### config.mk
export PLATFORM = sky130hd
export DESIGN_NAME = tod_date_keeper
export DESIGN_NICKNAME = d
export VERILOG_FILES = /design/src/rtl/tod_pkg.sv /design/src/rtl/tod_bump_sync.sv /design/src/rtl/tod_wrap_ctr.sv /design/src/rtl/tod_hour_view.sv /design/src/rtl/tod_date_keeper.sv
export SDC_FILE = /design/constraint.sdc
export NUM_CORES = 1
export LEC_CHECK = 0
export ABC_AREA = 0
export CAP_MARGIN = 20
export CORE_UTILIZATION = 50
export CTS_BUF_LIST = sky130_fd_sc_hd__clkbuf_4 sky130_fd_sc_hd__clkbuf_8
export CTS_CLUSTER_SIZE = 24
export DETAILED_ROUTE_END_ITERATION = 10
export GPL_TIMING_DRIVEN = 0
export HOLD_SLACK_MARGIN = 0.03
export PLACE_DENSITY = 0.81
export SLEW_MARGIN = 20
export SYNTH_ARGS = -nofsm -noshare
export SYNTH_HDL_FRONTEND = slang
export SYNTH_SLANG_ARGS = --single-unit
### constraint.sdc
create_clock -name clk -period 2.2 [get_ports clk]
set_input_delay 0.55 -clock clk [delete_from_list [all_inputs] [get_ports clk]]
set_output_delay 0.55 -clock clk [all_outputs]
set_load 0.03 [all_outputs]
### src/rtl/tod_pkg.sv
package tod_pkg;
  localparam int SEC_MOD = 60;
  localparam int MIN_MOD = 60;
  localparam int HR_MOD  = 24;
  localparam int DAY_MOD = 32;
  localparam int SEC_W   = $clog2(SEC_MOD);
  localparam int MIN_W   = $clog2(MIN_MOD);
  localparam int HR_W    = $clog2(HR_MOD);
  localparam int DAY_W   = $clog2(DAY_MOD);
  localparam int HALF_DAY_HR = HR_MOD / 2;
endpackage

### src/rtl/tod_bump_sync.sv
module tod_bump_sync #(
  parameter int STAGES = 2
) (
  input  logic clk,
  input  logic rst_n,
  input  logic btn_i,
  output logic rise_o
);
  logic [STAGES-1:0] chain_q;
  logic              prev_q;

  always_ff @(posedge clk or negedge rst_n) begin
    if (!rst_n) chain_q[0] <= 1'b0;
    else        chain_q[0] <= btn_i;
  end

  for (genvar g = 1; g < STAGES; g++) begin : g_stage
    always_ff @(posedge clk or negedge rst_n) begin
      if (!rst_n) chain_q[g] <= 1'b0;
      else        chain_q[g] <= chain_q[g-1];
    end
  end

  always_ff @(posedge clk or negedge rst_n) begin
    if (!rst_n) prev_q <= 1'b0;
    else        prev_q <= chain_q[STAGES-1];
  end

  assign rise_o = chain_q[STAGES-1] & ~prev_q;

  // a press yields a pulse of a single cycle
  p_single_pulse_r9: assert property (@(posedge clk) disable iff (!rst_n)
    rise_o |=> !rise_o);
endmodule

### src/rtl/tod_wrap_ctr.sv
module tod_wrap_ctr #(
  parameter int MOD = 60,
  localparam int W = $clog2(MOD)
) (
  input  logic         clk,
  input  logic         rst_n,
  input  logic         step_i,
  output logic [W-1:0] val_o,
  output logic         wrap_o
);
  localparam logic [W-1:0] TOP = W'(MOD - 1);

  logic [W-1:0] val_q, val_d;
  logic         at_top;

  assign at_top = (val_q == TOP);

  always_comb begin
    val_d = val_q;
    if (step_i) val_d = at_top ? '0 : val_q + 1'b1;
  end

  always_ff @(posedge clk or negedge rst_n) begin
    if (!rst_n) val_q <= '0;
    else        val_q <= val_d;
  end

  assign val_o  = val_q;
  assign wrap_o = step_i & at_top;

  // a counter never leaves its range
  p_in_range_r2: assert property (@(posedge clk) disable iff (!rst_n)
    val_q <= TOP);
endmodule

### src/rtl/tod_hour_view.sv
module tod_hour_view #(
  parameter int HALF = 12,
  parameter int W    = 5
) (
  input  logic [W-1:0] hr_i,
  input  logic         fmt24_i,
  output logic [W-1:0] disp_o
);
  localparam logic [W-1:0] HALF_V = W'(HALF);

  always_comb begin
    if (fmt24_i)             disp_o = hr_i;
    else if (hr_i >= HALF_V) disp_o = hr_i - HALF_V;
    else                     disp_o = hr_i;
  end
endmodule

### src/rtl/tod_date_keeper.sv
module tod_date_keeper
  import tod_pkg::*;
#(
  parameter int SYNC_STAGES = 2
) (
  input  logic             clk,
  input  logic             rst_n,
  input  logic             sec_tick,
  input  logic             halt_sw,
  input  logic             settime_sw,
  input  logic             pick_hr,
  input  logic             pick_min,
  input  logic             pick_day,
  input  logic             fmt24,
  input  logic             bump_btn,
  output logic [HR_W-1:0]  hours_o,
  output logic [MIN_W-1:0] minutes_o,
  output logic [SEC_W-1:0] seconds_o,
  output logic [DAY_W-1:0] day_o,
  output logic [HR_W-1:0]  disp_hr_o
);
  logic bump_rise;
  logic run_tick;
  logic set_hr, set_min, set_day;
  logic sec_step, min_step, hr_step, day_step;
  logic sec_wrap, min_wrap, hr_wrap, day_wrap;

  tod_bump_sync #(.STAGES(SYNC_STAGES)) u_sync (
    .clk(clk), .rst_n(rst_n), .btn_i(bump_btn), .rise_o(bump_rise));

  // Step enables: run path and manual path are mutually exclusive by halt
  always_comb begin
    run_tick = sec_tick & ~halt_sw;
    set_hr   = bump_rise & halt_sw & settime_sw & pick_hr;
    set_min  = bump_rise & halt_sw & settime_sw & pick_min & ~pick_hr;
    set_day  = bump_rise & halt_sw & pick_day
             & ~(settime_sw & (pick_hr | pick_min));
    sec_step = run_tick;
    min_step = (sec_wrap & run_tick) | set_min;
    hr_step  = (min_wrap & run_tick) | set_hr;
    day_step = (hr_wrap  & run_tick) | set_day;
  end

  tod_wrap_ctr #(.MOD(SEC_MOD)) u_sec (
    .clk(clk), .rst_n(rst_n), .step_i(sec_step), .val_o(seconds_o), .wrap_o(sec_wrap));
  tod_wrap_ctr #(.MOD(MIN_MOD)) u_min (
    .clk(clk), .rst_n(rst_n), .step_i(min_step), .val_o(minutes_o), .wrap_o(min_wrap));
  tod_wrap_ctr #(.MOD(HR_MOD)) u_hr (
    .clk(clk), .rst_n(rst_n), .step_i(hr_step), .val_o(hours_o), .wrap_o(hr_wrap));
  tod_wrap_ctr #(.MOD(DAY_MOD)) u_day (
    .clk(clk), .rst_n(rst_n), .step_i(day_step), .val_o(day_o), .wrap_o(day_wrap));

  tod_hour_view #(.HALF(HALF_DAY_HR), .W(HR_W)) u_view (
    .hr_i(hours_o), .fmt24_i(fmt24), .disp_o(disp_hr_o));

  // second 59 plus a running tick returns to zero and advances minutes
  p_sec_wrap_r1: assert property (@(posedge clk) disable iff (!rst_n)
    (sec_tick && !halt_sw && seconds_o == SEC_W'(SEC_MOD-1))
      |=> (seconds_o == '0) && (minutes_o != $past(minutes_o)));

  // end of day advances the day count
  p_day_roll_r3: assert property (@(posedge clk) disable iff (!rst_n)
    (sec_tick && !halt_sw && hours_o == HR_W'(HR_MOD-1)
     && minutes_o == MIN_W'(MIN_MOD-1) && seconds_o == SEC_W'(SEC_MOD-1))
      |=> (hours_o == '0) && (day_o == DAY_W'($past(day_o) + 1'b1)));

  // seconds are frozen while halted
  p_halt_freeze_r4: assert property (@(posedge clk) disable iff (!rst_n)
    halt_sw |=> $stable(seconds_o));

  // without a button edge nothing moves while halted
  p_no_edge_hold_r9: assert property (@(posedge clk) disable iff (!rst_n)
    (halt_sw && !bump_rise) |=> ($stable(hours_o) && $stable(minutes_o) && $stable(day_o)));

  // at most one field stepped per press
  p_one_field_r7: assert property (@(posedge clk) disable iff (!rst_n)
    $onehot0({set_hr, set_min, set_day}));

  // folded display hour stays below twelve
  p_fold_range_r10: assert property (@(posedge clk) disable iff (!rst_n)
    !fmt24 |-> (disp_hr_o < HR_W'(HALF_DAY_HR)));

  // fields read zero while reset is held
  p_reset_clear_r11: assert property (@(posedge clk)
    !rst_n |-> (hours_o == '0 && minutes_o == '0 && seconds_o == '0 && day_o == '0));
endmodule

==> results.cfg <==
[status]
status = complete, no violations

[run]
cap_violations = 0

[pwr]
p_int_w = 0.001131
switching_share_pct = 43.14
vdd_drop_max_mv = 0.8030
power.leakage_nw = 0.8868
p_comb_share_pct = 53.1
power.clock.fraction_pct = 11.0
switchingPower_w = 0.0008580
seq_power_share_pct = 35.9
powerDensity_nw_per_um2 = 1024
fin_total_pwr_w = 0.001989

[layout]
nFillCells = 212
synthToLayoutAreaGrowth_pct = 34.46
drive_above_1_share_pct = 20.43
layout_common_cells = clkdlybuf4s50_1 (30), dfrtp_1 (23), nor2_1 (14)
final_common_cell = clkdlybuf4s50_1
layout.nets = 205
fin_util_pct = 70.46
diodes = 0

[clock_network]
htreeDepth = 1
cts_sinks = 25
clk_pin_slew_worst_paths_ns = 0.14
cts_root_buf = clkbuf_4
cts_buffers = 3
clk_path_buf_depth = 2
clock_latency_ns = 0.32
holdBufCountCts = 0
cts_tree = done

[synth]
synth.distinct_cells = 40
yosysWarningCount = 0
seq_area_frac_synth_pct = 43.29
synth_area_leaders = dfrtp_1 (43%), ha_1 (6.9%), o21ai_0 (5.9%)
syn_nets = 158
synth_edf_count = 0
synth_top_area_cell = dfrtp_1
synthCells = 140
syn-cell-area_sq_um = 1445
syn_avg_cell_area_sq_um = 10.32
synth_top_area_share_pct = 43.29
synth_seq_cells = 25
async_flop_share_pct = 100.0
ys.flop_type = dfrtp_1

[worst_setup_path]
regToRegStartpoint = u_hr.val_o[3]
path_delay_family = flip-flops
path_class = reg -> out
cp.required_ns = 1.65
endpoint_kind = primary output
path_common_cell = o21ai_1
timing.rr.end = u_day.val_o[4]
critPathLaunch = u_hr.val_o[3]
cp_num_cells = 6
r2r_cells = 6
crit_path_cell_trace = ha_4, a21o_1, nor2_1, o21ai_1, o21ai_1, buf_4
start_kind = register
critical_path_peak_fanout = 4
r2r_slack_ns = 0.34
worst_ep_arrival_time_ns = 1.62
slowest_delay_ns = 0.47
crit_path_top_delay_cell = dfrtp_2
setup.worst_path.end = disp_hr_o[3]
path_buf_inv = 1

[sta]
post-route-period-util_pct = 98.43
slew_violations = 0
tns_ns = 0
tightest_slew_ns = 0.5408
final.min_clock_period_ns = 2.165
max-slew-margin-rel_pct = 63.95
clock_skew_ns = 0.009236
finalSetupViolations = 0
fmax_mhz = 461.8
rsz0062_at_grt = true
hold_violations = 0

[drt]
drt_iter0_drc = 57
wl_um = 2955
ant_nets = 0
num_vias = 1212
via_per_inst = 5.585
drc_errors = 0
dr.pass1.iters = 4
wl_per_cell_um = 13.62

[grt]
overflow = 0
antenna_found_initial = 0
grt_pass1_vias = 1118
grt_max_degree = 26
grt_use_total_pct = 19.67
grt_pass1_wl_um = 4830

[placement]
gp_congestion = 0.8253
dpl.hpwl_um = 2113
port_buffers = 36

[floorplan]
core.rowCount = 19
die_h_um = 55.76
start_util_pct = 52.40
dieArea_sq_um = 3109
placeableCoreArea_sq_um = 2758
die-width_um = 55.76
ios = 37

[worst_hold_path]
min_path_type = in -> async
==> registers in the layout, indices dropped and copies added, names as in the netlist <==
register,flops
u_sync.chain_q,2
u_min.val_o,6
u_hr.val_o,5
u_day.val_o,5
u_sec.val_o,6
u_sync.prev_q,1
==> synthesized netlist by cell type, types with 2 or more instances <==
master,n
o211ai_1,3
xor2_1,2
nand3_1,7
mux2_2,3
a21o_1,2
xnor2_1,2
nand2b_1,2
nand4_1,5
o21ai_0,17
nand2_1,9
a21oi_1,3
nor3_1,2
o22ai_4,2
ha_1,8
nor2_1,14
nand4b_4,2
buf_4,2
or3_1,2
inv_1,6
and3_1,3
dfrtp_1,25
==> power by group through the flow <==
stage / logic [W] / clock network (W) / registers, W
after floorplan: 0.000384 / 0 / 0.000922
after global placement: 0.000934 / 0 / 0.000731
after detailed placement: 0.000954 / 0 / 0.000740
after CTS: 0.00100 / 0.000224 / 0.000707
after global routing: 0.00113 / 0.000243 / 0.000730
final: 0.00106 / 0.000219 / 0.000714
==> per-stage QoR <==
| stage | instance area [sq um] | std cells | hold slack, ns | worst slack (ns) |
|---|---|---|---|---|
| floorplan | 1450 | 140 | 0.2544 | 0.01225 |
| global placement | 1849 | 207 | 0.3398 | -0.4010 |
| detailed placement | 1849 | 207 | 0.3485 | -0.4325 |
| CTS | 1904 | 215 | 0.3820 | 0.003901 |
| global route | 1943 | 217 | 0.2254 | -0.04418 |
| finish | 1943 | 217 | 0.1873 | 0.03461 |
==> routing by layer <==
layer  GRT usage, %  vias to the layer above  routed length, um
met1          23.45                      576               1311
met2          33.73                       36               1521
met4          9.286                        0                  8
met3          4.186                        2                114
met5              0                        -                  0
li1               -                      598                  -
==> layout make-up <==
| class | instances | area (sq um) | share of cell area, % |
|---|---|---|---|
| plain buffers | 4 | 23.77 | 1.223 |
| repair buffers | 42 | 392.9 | 20.22 |
| flip-flops and latches | 25 | 628.1 | 32.32 |
| well taps | 31 | 38.79 | 1.996 |
| clock buffers | 4 | 30.03 | 1.545 |
| multi-input cells | 105 | 807.0 | 41.53 |
| inverters | 6 | 22.52 | 1.159 |
==> worst register-to-register path: stages, from the launching register on <==
cell     delay [ns]
dfrtp_2        0.43
buf_4          0.17
inv_1          0.06
ha_1           0.21
and3_1         0.23
a31oi_4        0.30
mux2_1         0.35
==> cell families (layout without fill, tap and decap cells) <==
kind of cell / after synthesis / count (layout) / share of synthesized area, %
AOI/OAI and AO/OA: 35 / 35 / 18.10
xor gates and xnor gates: 4 / 4 / 2.425
adders and majority gates: 8 / 8 / 6.927
buffers and inverters: 10 / 56 / 3.202
DFF: 25 / 25 / 43.29
muxes: 5 / 5 / 4.155
and+or+nand+nor: 53 / 53 / 21.91
==> how the worst min path moves through the flow <==
stage                              to  cells after the start  slack (ns)
floorplan              u_day.val_o[0]                      0        0.25
global placement    u_sync.chain_q[1]                      0        0.34
detailed placement  u_sync.chain_q[1]                      0        0.35
CTS                 u_sync.chain_q[1]                      0        0.38
global route           u_sec.val_o[5]                      1        0.23
finish                 u_sec.val_o[4]                      1        0.19
==> timing repair <==
action	in CTS	in global routing
gates resized for setup	20	12
setup buffers	4	2
endpoints found under the setup margin	3	3
pin swaps	0	3
(Power assumes the default switching activity.)
